<file path="src/rtl/mc_pkg.sv">
package mc_pkg;

    localparam int unsigned XLEN    = 32;
    localparam int unsigned NREG    = 32;
    localparam int unsigned RIDX_W  = $clog2(NREG);
    localparam int unsigned WADDR_W = XLEN - 2;

    typedef enum logic [2:0] {
        ALU_AND = 3'b000,
        ALU_OR  = 3'b001,
        ALU_ADD = 3'b010,
        ALU_SUB = 3'b110,
        ALU_SLT = 3'b111
    } alu_op_e;

    typedef enum logic [1:0] {
        OPB_REG     = 2'b00,
        OPB_FOUR    = 2'b01,
        OPB_IMM     = 2'b10,
        OPB_IMM_SH2 = 2'b11
    } opb_sel_e;

    typedef enum logic [1:0] {
        PCN_ALU    = 2'b00,
        PCN_TARGET = 2'b01,
        PCN_JUMP   = 2'b10,
        PCN_RSVD   = 2'b11
    } pc_next_e;

    typedef struct packed {
        logic [5:0]        op;
        logic [RIDX_W-1:0] rs;
        logic [RIDX_W-1:0] rt;
        logic [RIDX_W-1:0] rd;
        logic [4:0]        shamt;
        logic [5:0]        fn;
    } instr_t;

    function automatic logic [XLEN-1:0] sext16(input logic [15:0] v);
        return {{(XLEN-16){v[15]}}, v};
    endfunction

    function automatic logic [XLEN-1:0] jump_dest(input logic [XLEN-1:0] pc,
                                                  input logic [25:0] tgt);
        return {pc[XLEN-1:28], tgt, 2'b00};
    endfunction

endpackage

</file>
<file path="src/rtl/mc_regfile.sv">
module mc_regfile #(
    parameter int unsigned WIDTH = 32,
    parameter int unsigned DEPTH = 32,
    localparam int unsigned AW   = $clog2(DEPTH)
) (
    input  logic             clk,
    input  logic             rst,
    input  logic [AW-1:0]    raddr_a,
    input  logic [AW-1:0]    raddr_b,
    output logic [WIDTH-1:0] rdata_a,
    output logic [WIDTH-1:0] rdata_b,
    input  logic             we,
    input  logic [AW-1:0]    waddr,
    input  logic [WIDTH-1:0] wdata
);

    logic [WIDTH-1:0] cells [DEPTH];

    // cell 0 is a constant zero; the rest are real storage
    assign cells[0] = '0;

    for (genvar g = 1; g < DEPTH; g++) begin : g_cell
        always_ff @(posedge clk) begin
            if (rst)
                cells[g] <= '0;
            else if (we && waddr == AW'(g))
                cells[g] <= wdata;
        end
    end

    assign rdata_a = cells[raddr_a];
    assign rdata_b = cells[raddr_b];


    rf_write_read_chk: assert property (@(posedge clk) disable iff (rst)
        (we && waddr != '0) |=> (raddr_a != $past(waddr)) || (rdata_a == $past(wdata)));


    r0_ignore_chk: assert property (@(posedge clk) disable iff (rst)
        (we && waddr == '0) |=> (raddr_b != '0) || (rdata_b == '0));

endmodule

</file>
<file path="src/rtl/mc_alu.sv">
module mc_alu
    import mc_pkg::*;
#(
    parameter int unsigned WIDTH = 32
) (
    input  logic             clk,
    input  logic             rst,
    input  alu_op_e          op,
    input  logic [WIDTH-1:0] a,
    input  logic [WIDTH-1:0] b,
    output logic [WIDTH-1:0] y,
    output logic             zero
);

    logic             subtract;
    logic [WIDTH-1:0] b_eff;
    logic [WIDTH-1:0] sum;
    logic             lt;

    assign subtract = (op == ALU_SUB) || (op == ALU_SLT);
    assign b_eff    = subtract ? ~b : b;
    assign sum      = a + b_eff + WIDTH'(subtract);
    assign lt       = (a[WIDTH-1] != b[WIDTH-1]) ? a[WIDTH-1] : sum[WIDTH-1];

    always_comb begin
        case (op)
            ALU_AND: y = a & b;
            ALU_OR:  y = a | b;
            ALU_SLT: y = {{(WIDTH-1){1'b0}}, lt};
            default: y = sum;
        endcase
    end

    assign zero = (y == '0);


    slt_bool_chk: assert property (@(posedge clk) disable iff (rst)
        (op == ALU_SLT) |-> (y[WIDTH-1:1] == '0));


    sub_equal_chk: assert property (@(posedge clk) disable iff (rst)
        (op == ALU_SUB && a == b) |-> zero);

endmodule

</file>
<file path="src/rtl/mc_operand_mux.sv">
module mc_operand_mux
    import mc_pkg::*;
#(
    parameter int unsigned WIDTH = 32
) (
    input  logic             a_from_reg,
    input  opb_sel_e         b_sel,
    input  logic [WIDTH-1:0] pc,
    input  logic [WIDTH-1:0] reg_a,
    input  logic [WIDTH-1:0] reg_b,
    input  logic [15:0]      imm,
    output logic [WIDTH-1:0] src_a,
    output logic [WIDTH-1:0] src_b
);

    logic [WIDTH-1:0] imm_ext;

    assign imm_ext = sext16(imm);
    assign src_a   = a_from_reg ? reg_a : pc;

    always_comb begin
        case (b_sel)
            OPB_REG:  src_b = reg_b;
            OPB_FOUR: src_b = WIDTH'(4);
            OPB_IMM:  src_b = imm_ext;
            default:  src_b = imm_ext << 2;
        endcase
    end

endmodule

</file>
<file path="src/rtl/mc_datapath.sv">
module mc_datapath
    import mc_pkg::*;
(
    input  logic               clk,
    input  logic               rst,
    input  logic               pc_we,
    input  logic               pc_cond_we,
    input  logic               ir_we,
    input  logic               opnd_we,
    input  logic               res_we,
    input  logic               mdr_we,
    input  logic               rf_we,
    input  logic               mem_write,
    input  logic               addr_from_res,
    input  logic               opa_from_reg,
    input  logic [1:0]         opb_sel,
    input  logic [2:0]         alu_ctl,
    input  logic [1:0]         pc_next_sel,
    input  logic               wb_from_mdr,
    input  logic               dst_is_rd,
    output logic [WADDR_W-1:0] mem_word_addr,
    output logic               mem_we,
    output logic [XLEN-1:0]    mem_wdata,
    input  logic [XLEN-1:0]    mem_rdata,
    output logic [5:0]         opcode,
    output logic [5:0]         funct,
    output logic               alu_zero,
    output logic [XLEN-1:0]    pc_value
);

    logic [XLEN-1:0] pc_q, a_q, b_q, res_q, mdr_q;
    instr_t          ir_q;
    logic [XLEN-1:0] rf_a, rf_b, src_a, src_b, alu_y, pc_next, wb_data;
    logic [RIDX_W-1:0] wb_idx;
    logic            pc_load;
    pc_next_e        pcn;

    assign pcn = pc_next_e'(pc_next_sel);

    mc_regfile #(.WIDTH(XLEN), .DEPTH(NREG)) u_rf (
        .clk(clk), .rst(rst),
        .raddr_a(ir_q.rs), .raddr_b(ir_q.rt),
        .rdata_a(rf_a), .rdata_b(rf_b),
        .we(rf_we), .waddr(wb_idx), .wdata(wb_data)
    );

    mc_operand_mux #(.WIDTH(XLEN)) u_mux (
        .a_from_reg(opa_from_reg), .b_sel(opb_sel_e'(opb_sel)),
        .pc(pc_q), .reg_a(a_q), .reg_b(b_q),
        .imm({ir_q.rd, ir_q.shamt, ir_q.fn}),
        .src_a(src_a), .src_b(src_b)
    );

    mc_alu #(.WIDTH(XLEN)) u_alu (
        .clk(clk), .rst(rst), .op(alu_op_e'(alu_ctl)),
        .a(src_a), .b(src_b), .y(alu_y), .zero(alu_zero)
    );

    always_comb begin
        case (pcn)
            PCN_TARGET: pc_next = res_q;
            PCN_JUMP:   pc_next = jump_dest(pc_q, {ir_q.rs, ir_q.rt, ir_q.rd, ir_q.shamt, ir_q.fn});
            default:    pc_next = alu_y;
        endcase
    end

    assign pc_load = pc_we || (pc_cond_we && alu_zero);
    assign wb_idx  = dst_is_rd ? ir_q.rd : ir_q.rt;
    assign wb_data = wb_from_mdr ? mdr_q : res_q;

    always_ff @(posedge clk) begin
        if (rst) begin
            pc_q  <= '0;
            ir_q  <= '0;
            a_q   <= '0;
            b_q   <= '0;
            res_q <= '0;
            mdr_q <= '0;
        end else begin
            if (pc_load) pc_q  <= pc_next;
            if (ir_we)   ir_q  <= instr_t'(mem_rdata);
            if (opnd_we) begin
                a_q <= rf_a;
                b_q <= rf_b;
            end
            if (res_we)  res_q <= alu_y;
            if (mdr_we)  mdr_q <= mem_rdata;
        end
    end

    assign mem_word_addr = addr_from_res ? res_q[XLEN-1:2] : pc_q[XLEN-1:2];
    assign mem_we        = mem_write;
    assign mem_wdata     = b_q;
    assign opcode        = ir_q.op;
    assign funct         = ir_q.fn;
    assign pc_value      = pc_q;


    fetch_step_chk: assert property (@(posedge clk) disable iff (rst)
        (ir_we && pc_we && !opa_from_reg && opb_sel == OPB_FOUR &&
         alu_ctl == ALU_ADD && pcn == PCN_ALU) |=> (pc_q == $past(pc_q) + 32'd4));


    mdr_capture_chk: assert property (@(posedge clk) disable iff (rst)
        mdr_we |=> (mdr_q == $past(mem_rdata)));


    branch_hold_chk: assert property (@(posedge clk) disable iff (rst)
        (pc_cond_we && !pc_we && !alu_zero) |=> $stable(pc_q));


    jump_region_chk: assert property (@(posedge clk) disable iff (rst)
        (pc_we && pcn == PCN_JUMP) |=>
            (pc_q[31:28] == $past(pc_q[31:28]) && pc_q[1:0] == 2'b00));

endmodule

</file>
<file path="config.mk">
export PLATFORM = sky130hd
export DESIGN_NAME = mc_datapath
export DESIGN_NICKNAME = d
export VERILOG_FILES = /design/src/rtl/mc_pkg.sv /design/src/rtl/mc_regfile.sv /design/src/rtl/mc_alu.sv /design/src/rtl/mc_operand_mux.sv /design/src/rtl/mc_datapath.sv
export SDC_FILE = /design/constraint.sdc
export NUM_CORES = 2
export LEC_CHECK = 0
export BUFFER_PORTS_ARGS = -buffer_cell sky130_fd_sc_hd__buf_2
export CORE_MARGIN = 4
export CORE_UTILIZATION = 30
export DETAILED_ROUTE_END_ITERATION = 8
export HOLD_SLACK_MARGIN = 0.05
export PLACE_DENSITY = 0.51
export SYNTH_ARGS = -nofsm -noshare
export SYNTH_HDL_FRONTEND = slang
export SYNTH_HIERARCHICAL = 1
export SYNTH_SLANG_ARGS = --single-unit
</file>
<file path="constraint.sdc">
create_clock -name clk -period 11.7 [get_ports clk]
set_input_delay 1.755 -clock clk [delete_from_list [all_inputs] [get_ports clk]]
set_output_delay 1.755 -clock clk [all_outputs]
set_load 0.01 [all_outputs]
</file>
==> metrics.md <==
| Metric | Value |
|---|---|
| Synth Flop Type | `dfxtp_1` |
| Post-Synthesis Cells | `7973` |
| Via Count | `roughly 59000` |
| Pin count of the biggest net entering global routing | `223` |
| # rows | `169` |
| EDFF count, synth | `0` |
| HPWL Detailed | `163 mm` |
| TritonCTS buffer count | `approximately 140` |
| Commonest non-fill, non-tap cell in the layout | `nand2_1` |
| Post-Syn Area | `63900 um^2` |
| Die width | `469 um` |
| Critical Path RT | `9950 ps` |
| Clk pin slew, worst setup/hold paths | `60 ps` |
| CTS tree | `done` |
| Post-CTS Hold Buffers | `0` |
| Final #Nets | `7741` |
| Hold Path Class | `flip-flop to flip-flop` |
| Area of the multi-input gates | `36800 um^2` |
| CP Cell Sequence | `buf_2 > mux2_1 > o22a_1 > xnor2_1 > ha_1 > and4b_1 > a221oi_2 > nor4_1 > nor2_1 > mux2i_1 > a211o_1 > nor4_1 > and4b_1 > nand4b_1 > nor3_2 > buf_2` |
| Worst VDD drop | `0.161 mV` |
| First-pass GRT wire length | `391 mm` |
| Post-CTS resize count | `0` |
| Hold Fails Final Rpt | `0` |
| Post-CTS Setup Inserts | `0` |
| Syn_nets | `8064` |
| CP bufs+invs | `2` |
| Relative slew slack | `0.189` |
| Worst-Skew Late Latency | `around 790 ps` |
| Startpoint Class | `primary input` |
| Vias per cell | `5.60` |
| Seq/Total Area, Yosys | `0.371` |
| Initial Utilization | `0.302` |
| Initial antenna violation count | `11` |
| Yosys cell types | `89` |
| Worst-margin pin slew | `1220 ps` |
| CTS root buf | `clkbuf_16` |
| Critical path class | `primary input to output pin` |
| Worst path max stage delay | `640 ps` |
| GPL Wtd Cong | `approximately 0.90` |
| Period utilisation layout | `0.740` |
| Final setup viols | `0` |
| Pre-Repair DR Iteration Count | `6` |
| Status | `complete, no violations` |
| Asr flop ratio synth | `0` |
| Fin Clk Skew | `30.9 ps` |
| Critical-path top delay cell | `buf_2` |
| Boundary Pins | `161` |
| Fmax achieved | `about 120 MHz` |
| Area grow syn2layout | `11.0%` |
| Leak | `23.4 nW` |
| Filler cells | `roughly 22000` |
| DIE HEIGHT | `469 um` |
| Residual DRC | `0` |
| Clock sinks | `around 1200` |
| Port Buffers | `158` |
| Vias in the first global route | `56343` |
| # H-tree levels | `4` |
| Crit path max fanout | `34` |
| RSZ-0062 raised after global routing | `no` |
| Core region area | `212000 um^2` |
| Power density over the cells | `141 nW/um^2` |
| Fraction of layout cells with a size suffix above 1 | `0.109` |
| DR WL/cell | `25.6 um` |
| Mean Syn Cell Area | `about 8.0 um^2` |
| CP delay by family, top | `simple AND/OR/NAND/NOR gates` |
| GR Util All Layers | `0.232` |
| Die area | `220000 um^2` |
| Initial DRC count | `6196` |
| Crit path capture type | `output pin` |
| Pwr Total | `approximately 0.01 W` |
| Final TNS setup | `0 ps` |
| Yosys reg bits | `1184` |
| Reg area | `23700 um^2` |
| Final WL | `271 mm` |
| Clock buffer depth | `3` |
| Critical path arrival | `6900 ps` |
| Fin crit period | `8650 ps` |
| Routed Antenna Nets | `0` |
| YS warnings | `6` |
| Final Max Slew Viols | `0` |
| GR Overflow Total | `0` |
| Max-Cap Viols | `0` |
| Most frequent cells in the layout | `2223 x nand2_1, 1178 x dfxtp_1, 1174 x a21oi_1` |
[final cells by class]
cell class,instances,share of cell area
sequential,1184,0.334
clock buffer,198,0.0568
timing repair buffer,308,0.0298
tap,2821,0.0498
clock inverter,57,0.00990
antenna,5,0.000176
inverter,17,0.000900
multi-input combinational,6000,0.518
[flip-flops by register name, summed over array words and instances, names as in the netlist]
register,cells
funct,6
a_q,32
mem_wdata,32
res_q,32
u_rf/cells,992
mdr_q,32
opcode,6
ir_q,20
pc_value,32
[synthesized netlist by cell type (5+ instances only)]
| master | n | area share |
|---|---|---|
| o22ai_1 | 5 | 0.00049 |
| nand3_1 | 235 | 0.018 |
| nand4_1 | 9 | 0.00088 |
| nand3_2 | 10 | 0.0016 |
| o21ai_0 | 51 | 0.0040 |
| nor3_1 | 74 | 0.0058 |
| nand2_1 | 2224 | 0.13 |
| a21oi_1 | 1174 | 0.092 |
| nor2_2 | 9 | 0.00088 |
| buf_1 | 24 | 0.0014 |
| nor3_2 | 9 | 0.0014 |
| mux2i_1 | 945 | 0.15 |
| xnor2_1 | 42 | 0.0058 |
| mux2_1 | 25 | 0.0044 |
| a21oi_2 | 21 | 0.0029 |
| nor2b_1 | 77 | 0.0075 |
| and2_1 | 8 | 0.00078 |
| a31oi_1 | 70 | 0.0069 |
| a221oi_1 | 67 | 0.0092 |
| a221o_1 | 26 | 0.0041 |
| or2_2 | 7 | 0.00069 |
| buf_6 | 16 | 0.0028 |
| ha_1 | 37 | 0.0072 |
| xor2_1 | 12 | 0.0016 |
| inv_1 | 17 | 0.0010 |
| maj3_1 | 25 | 0.0039 |
| mux4_2 | 64 | 0.023 |
| nor4_2 | 8 | 0.0016 |
| nor4_1 | 8 | 0.00078 |
| a211oi_1 | 5 | 0.00059 |
| nand2b_1 | 36 | 0.0035 |
| a22oi_1 | 257 | 0.030 |
| mux2_2 | 139 | 0.024 |
| buf_2 | 222 | 0.017 |
| a21o_1 | 28 | 0.0033 |
| dfxtp_1 | 1184 | 0.37 |
| clkbuf_1 | 429 | 0.025 |
| nor2_1 | 202 | 0.012 |
| buf_4 | 76 | 0.0089 |
[through the flow]
step           instances  setup slack (ps)  hold WS (ps)  cell area [um^2]   util
3_3_place_gp       10330              3210           448             66200  0.312
4_1_cts            10585              3110           465             70900  0.335
3_5_place_dp       10330              3140           457             66200  0.312
5_1_grt            10586              2870           482             70900  0.335
6_report           10590              3050           466             70900  0.335
2_1_floorplan       7973              4460           442             63900      -
[cells by family after synthesis]
| group | share of synthesized area |
|---|---|
| XOR/XNOR | 0.00740 |
| buffers and inverters | 0.0577 |
| AND/OR/NAND/NOR | 0.192 |
| AO/OA/AOI/OAI | 0.161 |
| adder cells (fa/ha/maj) | 0.0115 |
| multiplexers | 0.200 |
| flip-flops | 0.371 |
[worst reg2reg max path: cells and delay by family (launching register included)]
kind                     cells  cell delay [ps]
multiplexers                 2              480
AND/OR/NAND/NOR              8             2130
AO/OA/AOI/OAI                5             1620
adder cells (fa/ha/maj)      1              360
buffers and inverters        1              420
flip-flops                   1              400
XOR/XNOR                     1              140
[power breakdown]
part	internal (W)	leakage, nW	total, W	switching [W]
Sequential	0.00408	9.56	0.00418	0.0000964
Clock	0.00266	2.33	0.00454	0.00188
Combinational	0.000388	11.5	0.00129	0.000902
Total	0.00713	23.4	0.0100	0.00288
[path summary, 6_finish.rpt]
kind,startpoint,to,slack [ps],cells after the start
worst min-delay path,u_rf/cells[909],u_rf/cells[909],470,2
worst max register to register,funct[2],pc_value[0],6050,18
worst max-delay path,opb_sel[1],alu_zero,3050,16
worst min register to register,u_rf/cells[909],u_rf/cells[909],470,2
[routing by layer]
metal  up-vias  global-route usage  part of all wire
met1     29229               0.306              0.42
met2      2526               0.367              0.45
li1      26973                   -                 -
met3       604              0.0367             0.073
met5         -                   0                 0
met4         0               0.121             0.056
No activity file was read; power rests on OpenSTA's default activity.
